<file path="src/rtl/sdtune_pkg.sv">
package sdtune_pkg;
  typedef enum logic [2:0] {
    ST_IDLE,
    ST_APPLY,
    ST_TEST,
    ST_NEXT,
    ST_FINAL
  } tune_state_e;
endpackage

</file>
<file path="src/rtl/sdtune_tap_hs.sv">
module sdtune_tap_hs #(
  parameter int TIMEOUT = 200
) (
  input  logic clk,
  input  logic rst,
  input  logic go_i,
  input  logic ack_i,
  output logic req_o,
  output logic ok_o,
  output logic fail_o
);
  localparam int CW = $clog2(TIMEOUT + 1);
  localparam logic [CW-1:0] LAST_CNT = CW'(TIMEOUT - 1);

  logic [CW-1:0] cnt_q;

  always_ff @(posedge clk) begin
    if (rst) begin
      req_o  <= 1'b0;
      ok_o   <= 1'b0;
      fail_o <= 1'b0;
      cnt_q  <= '0;
    end else begin
      ok_o   <= 1'b0;
      fail_o <= 1'b0;
      if (go_i) begin
        req_o <= 1'b1;
        cnt_q <= '0;
      end else if (req_o) begin
        if (ack_i) begin
          req_o <= 1'b0;
          ok_o  <= 1'b1;
        end else if (cnt_q == LAST_CNT) begin
          req_o  <= 1'b0;
          fail_o <= 1'b1;
        end else begin
          cnt_q <= cnt_q + 1'b1;
        end
      end
    end
  end

  AST_REQ_HOLD: assert property (@(posedge clk) disable iff (rst)
    (req_o && !ack_i && !go_i && cnt_q != LAST_CNT) |=> req_o);
  AST_OK_XOR_FAIL: assert property (@(posedge clk) disable iff (rst)
    !(ok_o && fail_o));
endmodule

</file>
<file path="src/rtl/sdtune_streak.sv">
module sdtune_streak #(
  parameter int TAP_W = 6,
  parameter int LEN_W = 6
) (
  input  logic             clk,
  input  logic             rst,
  input  logic             clr_i,
  input  logic             upd_i,
  input  logic             pass_i,
  input  logic [TAP_W-1:0] tap_i,
  output logic [LEN_W-1:0] best_len_o,
  output logic [TAP_W-1:0] best_end_o
);
  logic [LEN_W-1:0] cur_q;
  logic [LEN_W-1:0] cur_inc;

  assign cur_inc = cur_q + 1'b1;

  always_ff @(posedge clk) begin
    if (rst || clr_i) begin
      cur_q      <= '0;
      best_len_o <= '0;
      best_end_o <= '0;
    end else if (upd_i) begin
      if (pass_i) begin
        cur_q <= cur_inc;
        if (cur_inc > best_len_o) begin
          best_len_o <= cur_inc;
          best_end_o <= tap_i;
        end
      end else begin
        cur_q <= '0;
      end
    end
  end

  AST_BEST_COVERS_CUR: assert property (@(posedge clk) disable iff (rst)
    best_len_o >= cur_q);
  AST_BEST_NONDECR: assert property (@(posedge clk) disable iff (rst)
    !clr_i |=> best_len_o >= $past(best_len_o));
endmodule

</file>
<file path="src/rtl/sdtune_window_search.sv">
module sdtune_window_search
  import sdtune_pkg::*;
#(
  parameter int TAP_W       = 6,
  parameter int TAP_COUNT   = 40,
  parameter int UPD_TIMEOUT = 200
) (
  input  logic             clk,
  input  logic             rst,
  input  logic             start_i,
  input  logic             hs200_i,
  output logic [TAP_W-1:0] tap_o,
  output logic             tap_req_o,
  input  logic             tap_ack_i,
  output logic             test_req_o,
  input  logic             test_done_i,
  input  logic             test_pass_i,
  output logic             done_o,
  output logic             err_o,
  output logic [TAP_W-1:0] result_o
);
  localparam int LEN_W = $clog2(TAP_COUNT + 1);
  localparam logic [TAP_W-1:0] LAST_TAP = TAP_W'(TAP_COUNT - 1);

  tune_state_e      state_q;
  logic [TAP_W-1:0] tap_q;
  logic             hs_go_q, hs_ok, hs_fail;
  logic             st_clr, st_upd, st_pass;
  logic [LEN_W-1:0] best_len;
  logic [TAP_W-1:0] best_end;
  logic [TAP_W-1:0] centre_tap;

  assign st_clr  = (state_q == ST_IDLE) && start_i && hs200_i;
  assign st_upd  = ((state_q == ST_APPLY) && hs_fail) ||
                   ((state_q == ST_TEST) && test_done_i);
  assign st_pass = (state_q == ST_TEST) && test_pass_i;
  assign centre_tap = best_end - TAP_W'(best_len >> 1);
  assign tap_o = tap_q;

  sdtune_tap_hs #(.TIMEOUT(UPD_TIMEOUT)) u_hs (
    .clk   (clk),
    .rst   (rst),
    .go_i  (hs_go_q),
    .ack_i (tap_ack_i),
    .req_o (tap_req_o),
    .ok_o  (hs_ok),
    .fail_o(hs_fail)
  );

  sdtune_streak #(.TAP_W(TAP_W), .LEN_W(LEN_W)) u_streak (
    .clk       (clk),
    .rst       (rst),
    .clr_i     (st_clr),
    .upd_i     (st_upd),
    .pass_i    (st_pass),
    .tap_i     (tap_q),
    .best_len_o(best_len),
    .best_end_o(best_end)
  );

  always_ff @(posedge clk) begin
    if (rst) begin
      state_q    <= ST_IDLE;
      tap_q      <= '0;
      hs_go_q    <= 1'b0;
      test_req_o <= 1'b0;
      done_o     <= 1'b0;
      err_o      <= 1'b0;
      result_o   <= '0;
    end else begin
      hs_go_q    <= 1'b0;
      test_req_o <= 1'b0;
      done_o     <= 1'b0;
      err_o      <= 1'b0;
      unique case (state_q)
        ST_IDLE: if (st_clr) begin
          tap_q   <= '0;
          hs_go_q <= 1'b1;
          state_q <= ST_APPLY;
        end
        ST_APPLY: begin
          if (hs_ok) begin
            test_req_o <= 1'b1;
            state_q    <= ST_TEST;
          end else if (hs_fail) begin
            state_q <= ST_NEXT;
          end
        end
        ST_TEST: if (test_done_i) state_q <= ST_NEXT;
        ST_NEXT: begin
          if (tap_q == LAST_TAP) begin
            if (best_len == '0) begin
              done_o  <= 1'b1;
              err_o   <= 1'b1;
              state_q <= ST_IDLE;
            end else begin
              tap_q   <= centre_tap;
              hs_go_q <= 1'b1;
              state_q <= ST_FINAL;
            end
          end else begin
            tap_q   <= tap_q + 1'b1;
            hs_go_q <= 1'b1;
            state_q <= ST_APPLY;
          end
        end
        ST_FINAL: begin
          if (hs_ok) begin
            done_o   <= 1'b1;
            result_o <= tap_q;
            state_q  <= ST_IDLE;
          end else if (hs_fail) begin
            done_o  <= 1'b1;
            err_o   <= 1'b1;
            state_q <= ST_IDLE;
          end
        end
        default: state_q <= ST_IDLE;
      endcase
    end
  end

  AST_TAP_IN_RANGE: assert property (@(posedge clk) disable iff (rst)
    tap_req_o |-> (tap_o <= LAST_TAP));
  AST_TAP_STEADY: assert property (@(posedge clk) disable iff (rst)
    tap_req_o |=> $stable(tap_o));
  AST_TEST_APART: assert property (@(posedge clk) disable iff (rst)
    test_req_o |-> !tap_req_o);
  AST_ERR_WITH_DONE: assert property (@(posedge clk) disable iff (rst)
    err_o |-> done_o);
  AST_DONE_PULSE: assert property (@(posedge clk) disable iff (rst)
    done_o |=> !done_o);
  AST_IDLE_QUIET: assert property (@(posedge clk) disable iff (rst)
    (state_q == ST_IDLE) |-> !tap_req_o);
endmodule

</file>
<file path="config.mk">
export PLATFORM = sky130hd
export DESIGN_NAME = sdtune_window_search
export DESIGN_NICKNAME = d
export VERILOG_FILES = /design/src/rtl/sdtune_pkg.sv /design/src/rtl/sdtune_tap_hs.sv /design/src/rtl/sdtune_streak.sv /design/src/rtl/sdtune_window_search.sv
export SDC_FILE = /design/constraint.sdc
export NUM_CORES = 1
export LEC_CHECK = 0
export CAP_MARGIN = 20
export CORE_MARGIN = 3
export CORE_UTILIZATION = 51
export DETAILED_ROUTE_END_ITERATION = 12
export GPL_ROUTABILITY_DRIVEN = 0
export PLACE_DENSITY = 0.74
export SKIP_LAST_GASP = 1
export SLEW_MARGIN = 40
export SYNTH_ARGS = -nofsm -noshare
export SYNTH_HDL_FRONTEND = slang
export SYNTH_SLANG_ARGS = --single-unit
</file>
<file path="constraint.sdc">
create_clock -name clk -period 2.7 [get_ports clk]
set_clock_uncertainty 0.2 [all_clocks]
set_input_delay 0.27 -clock clk [delete_from_list [all_inputs] [get_ports clk]]
set_output_delay 0.27 -clock clk [all_outputs]
set_load 0.005 [all_outputs]
</file>
Yosys cells after proc, flatten, opt, wreduce, memory -nomap -nowiden
Cells that the tools add are included.
{"block": "word_totals", "reg_bits": 48, "latchBits": 0, "ram_bits": 0, "rom_bits": 0, "input_bits": 7, "out_inout_bits": 16, "wordCells": 85, "memories": 0}
{"block": "classes", "n_addsub": 4, "multipliers": 0, "div_mod_pow": 0, "order_cmp": 1, "n_eq_ne": 11, "shifts": 0, "mux": 32, "n_bitwise": 4, "n_reduce_logical": 19}
{"cell": "$mux 3", "count": 8}
{"cell": "$mux 6", "count": 4}
{"cell": "$mux 1", "count": 15}
{"cell": "$pmux 3 s5", "count": 1}
{"cell": "$add 6x1->6 const B", "count": 2}
{"cell": "$pmux 6 s2", "count": 1}
{"cell": "$reduce_and 3->1", "count": 3}
{"cell": "$add 8x1->8 const B", "count": 1}
{"cell": "$eq 8x8->1 const B", "count": 1}
{"cell": "$eq 3x2->1 const B", "count": 2}
{"cell": "$eq 6x6->1 const B", "count": 1}
{"cell": "$gt 6x6->1", "count": 1}
{"cell": "$logic_not 6->1", "count": 1}
{"cell": "$ne 3x1->1 const B", "count": 2}
{"cell": "$pmux 1 s2", "count": 3}
{"cell": "$sub 6x5->6", "count": 1}
{"cell": "$logic_and 1x1->1", "count": 5}
{"cell": "$not 1->1", "count": 4}
{"cell": "$reduce_and 4->1", "count": 1}
{"cell": "$reduce_or 2->1", "count": 2}
{"cell": "$reduce_or 4->1", "count": 1}
{"cell": "$eq 3x1->1 const B", "count": 1}
{"cell": "$eq 3x3->1 const B", "count": 1}
{"cell": "$logic_not 3->1", "count": 1}
{"cell": "other kinds (7)", "count": 8}

Depth between registers and ports, before layout
{"block": "logic_depth", "depth_word": 5, "depth_mapped": 11, "mapped_depth_nobuf": 9}

By module
From an unflattened synthesis, not the netlist that was laid out.
{"block": "unflattened", "hier_cells": 309, "hier_area_um2": 2697.6}
{"module": "sdtune_window_search", "instances": 1, "cells_per_inst": 145, "area_each_um2": 1231.2, "seq_area_each_um2": 380.4}
{"module": "sdtune_streak", "instances": 1, "cells_per_inst": 109, "area_each_um2": 954.7, "seq_area_each_um2": 360.3}
{"module": "sdtune_tap_hs", "instances": 1, "cells_per_inst": 55, "area_each_um2": 511.7, "seq_area_each_um2": 220.2}

Worst setup path after synthesis
No wires, ideal clock.
{"block": "synth_timing", "path_type": "reg2reg", "start": "register u_streak.cur_q[0]", "end": "register u_streak.best_len_o[3]", "setup_time_ns": 0.118, "t_arrival_ns": 2.212, "path_slack_ns": 0.170, "path_stages_with_launch": 11, "synth_period_minus_slack_ns": 2.530, "path_cell_list": "dfxtp_1 -> ha_1 -> nand3_1 -> xnor2_1 -> ha_1 -> and4b_1 -> o311a_1 -> buf_6 -> buf_12 -> mux2i_1 -> nor2_1"}
{"block": "synth_between", "elab_chain_len": 3}
{"item": "from (decl)", "line": "sdtune_streak.sv:14", "source": "logic [LEN_W-1:0] cur_q;"}
{"item": "from (signal assigned)", "line": "sdtune_streak.sv:26", "source": "cur_q <= cur_inc;"}
{"item": "$add 6x1->6", "line": "sdtune_streak.sv:17", "source": "assign cur_inc = cur_q + 1'b1;"}
{"item": "net u_streak.cur_inc[4]", "line": "sdtune_streak.sv:15", "source": "logic [LEN_W-1:0] cur_inc;"}
{"item": "$gt 6x6->1", "line": "sdtune_streak.sv:27", "source": "if (cur_inc > best_len_o) begin"}
{"item": "$reduce_and 3->1 (no line)"}
{"item": "to (signal assigned)", "line": "sdtune_streak.sv:28", "source": "best_len_o <= cur_inc;"}
{"item": "to (decl)", "line": "sdtune_streak.sv:11", "source": "output logic [LEN_W-1:0] best_len_o,"}
The timed path passes the listed nets, and every way through them passes these cells.
A chain may end at the register's enable or synchronous reset.

Worst setup path after layout
{"block": "layout_timing", "start": "register u_streak.cur_q[1]", "end": "register u_streak.best_end_o[5]"}
{"block": "layout_between", "elab_chain_len": 3}
{"item": "$add 6x1->6", "line": "sdtune_streak.sv:17"}
{"item": "net u_streak.cur_inc[4]", "line": "sdtune_streak.sv:15"}
{"item": "$gt 6x6->1", "line": "sdtune_streak.sv:27"}
{"item": "$reduce_and 3->1 (no line)"}
{"item": "to (signal assigned)", "line": "sdtune_streak.sv:29", "source": "best_end_o <= tap_i;"}
{"item": "to (decl)", "line": "sdtune_streak.sv:12", "source": "output logic [TAP_W-1:0] best_end_o"}
The timed path passes the listed nets, and every way through them passes these cells.

==> impl_metrics.tcl <==
set metrics [dict create \
    status "finished clean" \
    rows 24 \
    die_w_um 75.7 \
    avgSynthCellArea_um2 9.02 \
    clock_path_buffers 2 \
    fin_ws_ns 0.135 \
    synth_seq_cells 48 \
    syn_inst 275 \
    reg2reg_setup_slack_ns 0.13 \
    dpl_worst_slack_ns 0.0929 \
    viasPerCell 5.54 \
    io_buffers 22 \
    cp_cell_sequence "ha_4 -> nand3_1 -> xnor2_2 -> ha_1 -> a21oi_1 -> o22ai_1 -> o311a_1 -> buf_4 -> mux2i_1 -> nor2_1" \
    synth_simple_gate_area_frac 0.230 \
    syn_area_um2 2480 \
    core_um2 4530 \
    cp_slowest_cell "dfxtp_1" \
    drt-initial-drc-count 127 \
    num_vias 2027 \
    dieArea_um2 5740 \
    final-setup-viol-count 0 \
    synth_nets 297 \
    initial_core_util 0.547 \
    async_flop_share 0 \
    finalCritPeriodShare 0.950 \
    root_buffer "clkbuf_8" \
    synth_compound_area_frac 0.110 \
    synth.distinct_cells 50 \
    post-place-cells 358 \
    p_int_w 0.00100 \
    ys_seq_area_frac 0.387 \
    io_pins 23 \
    areaGrowthSynthToFinish_pct 16.8 \
    required_ns 2.68 \
    fillers 381 \
    antenna_cells 0 \
    holdWs_ns 0.264 \
    totalPowerFinal_w 0.00127 \
    synth_edf_count 0 \
    routedWlPerCell_um 14.3 \
    gr-total-overflow 0 \
    fin_setup_tns_ns 0 \
    period_minus_slack_ns 2.57 \
    sw_frac_of_total 0.207 \
    critPathLaunchType "flop" \
    synth_adder_area_share 0.0787 \
    slew_headroom 0.571 \
    worstHoldPathType "flop to flop" \
    dr.pass1.iters 4 \
    p_clk_frac 0.403 \
    yosysWarnings 0 \
    grt_max_degree 20 \
    final_common_cell "dfxtp_1" \
    crit_arrival_ns 2.55 \
    hpwlAfterDp_mm 3.77 \
    synth_top_family_by_area "simple AND/OR/NAND/NOR gates" \
    postCtsSetupRepairBufs 0 \
    cts_tree "yes" \
    critPathCaptureType "flop" \
    p_switching_w 0.000262 \
    clock-sinks 48 \
    final_nets 322 \
    ir_worst_vdd_uv 322 \
    drive_above_1_share 0.0997 \
    cts_htree_levels 2 \
    synth-main-ff-cell "dfxtp_1" \
    wirelength_mm 5.24 \
    insertion_delay_ns 0.30 \
    seqPwrFrac 0.564 \
    layout_common_cells "dfxtp_1 (47), nor2_1 (46), clkdlybuf4s50_1 (22)" \
    grt_usage 0.197 \
    leakage_nw 1.06 \
    worst_pin_slew_ns 0.641 \
    grt_pass1_wl_mm 8.67 \
    hold_viol 0 \
    clkTransAtPathRegs_ns 0.09 \
    antenna_found_initial 0 \
    cts_buffers 5 \
    crit_path_max_incr_delay_ns 0.42 \
    critPathKind "flop to flop" \
    p_per_area_nw_per_um2 437 \
    drc 0 \
    timing.final.max_slew_violations 0 \
    cp_max_fo 11 \
    fp.dieH_um 75.7 \
    synth_xor_area_frac 0.0494 \
    maxCapViolations 0 \
    combPwrFrac 0.033 \
    ant_nets 0 \
    instances_no_fill 366 \
    synthMuxAreaShare 0.0913 \
    grt_pass1_vias 1899 \
    max_freq_ghz 0.390 \
]
==> stage by stage <==
| step | area (um2) | utilization |
|---|---|---|
| after floorplan | 2480 | - |
| after global placement | 2760 | 0.609 |
| after detailed placement | 2760 | 0.609 |
| after CTS | 2870 | 0.632 |
| after global routing | 2900 | 0.639 |
| final | 2900 | 0.639 |
==> power by group through the flow <==
| stage | clock network [W] | registers, W | logic, W |
|---|---|---|---|
| global route | 0.000541 | 0.000714 | 0.0000459 |
| global placement | 0 | 0.000730 | 0.0000419 |
| floorplan | 0 | 0.000730 | 0.0000254 |
| CTS | 0.000514 | 0.000714 | 0.0000421 |
| finish | 0.000509 | 0.000714 | 0.0000420 |
| detailed placement | 0 | 0.000731 | 0.0000420 |
==> state kept, by name, summed over array words and instances (netlist names) <==
signal and cells:
u_hs.cnt_q 8, u_hs.ok_o 1, err_o 1, u_hs.req_o 1, u_hs.fail_o 1, done_o 1, hs_go_q 1, state_q 3
u_streak.best_len_o 6, u_streak.cur_q 6, u_streak.best_end_o 6, tap_o 6, test_req_o 1, result_o 6
==> logic make-up after synthesis <==
family,after synthesis
AND/OR/NAND/NOR,114
flip-flops,48
AO/OA/AOI/OAI,39
buffers and inverters,24
multiplexers,21
adder cells (fa/ha/maj),15
XOR/XNOR,14
==> Yosys cell counts, types with 2 or more instances <==
| cell | n | area share |
|---|---|---|
| xor2_1 | 7 | 0.025 |
| buf_6 | 2 | 0.0091 |
| nor4_1 | 2 | 0.0050 |
| buf_2 | 4 | 0.0081 |
| o22ai_1 | 3 | 0.0076 |
| xnor2_1 | 7 | 0.025 |
| clkbuf_1 | 5 | 0.0076 |
| inv_1 | 11 | 0.017 |
| mux2i_1 | 20 | 0.081 |
| and3_1 | 3 | 0.0076 |
| nand3_1 | 11 | 0.022 |
| nand4_1 | 4 | 0.010 |
| dfxtp_1 | 48 | 0.39 |
| and2_1 | 2 | 0.0050 |
| nor3_1 | 7 | 0.014 |
| o21ai_0 | 2 | 0.0040 |
| nor2_1 | 46 | 0.070 |
| nand2_1 | 16 | 0.024 |
| a211o_1 | 3 | 0.011 |
| nand3b_1 | 4 | 0.012 |
| nor2b_1 | 2 | 0.0050 |
| a21o_1 | 2 | 0.0061 |
| a21oi_1 | 11 | 0.022 |
| and4b_1 | 3 | 0.012 |
| ha_1 | 14 | 0.071 |
| nand2b_1 | 2 | 0.0050 |
| a31oi_1 | 3 | 0.0076 |
| or2_2 | 4 | 0.010 |
| a22oi_1 | 6 | 0.018 |
==> final cells by class <==
class | instances | area, um2 | share of cell area
Clock inverter | 2 | 35.0 | 0.0121
Inverter | 11 | 41.3 | 0.0143
Timing Repair Buffer | 31 | 288 | 0.0994
Sequential cell | 48 | 962 | 0.332
Tap cell | 65 | 81.3 | 0.0281
Multi-Input combinational cell | 203 | 1420 | 0.489
Clock buffer | 6 | 72.6 | 0.0251
==> final timing paths <==
kind / start / end / cells after the start
setup reg to reg: u_streak.cur_q[1]$_SDFFE_PP0N_ / u_streak.best_end_o[5]$_SDFFE_PP0P_ / 10
hold / removal: u_hs.req_o$_SDFF_PP0_ / u_hs.ok_o$_SDFF_PP0_ / 2
hold reg to reg: u_hs.req_o$_SDFF_PP0_ / u_hs.ok_o$_SDFF_PP0_ / 2
setup / recovery: u_streak.cur_q[1]$_SDFFE_PP0N_ / u_streak.best_end_o[5]$_SDFFE_PP0P_ / 10
==> routing by layer <==
layer,vias to the layer above,part of all wire,global-route usage
met5,-,0,0
met4,0,0.024,0.0874
met2,41,0.46,0.304
met3,13,0.036,0.0396
li1,1016,-,-
met1,957,0.48,0.266
==> repair_timing <==
action,CTS,global route
hold buffers,0,0
resized for setup,0,5
endpoints found under the setup margin,0,11
==> critical path: cells and delay by family, from the launching register on <==
kind,cells,cell delay (ns)
mux,1,0.16
fa+ha+maj,2,0.52
xor+xnor,1,0.18
buf+inv,1,0.21
flops,1,0.42
compound gates,3,0.56
simple gates,2,0.20
Note: power is estimated with default switching activity, not from simulation.
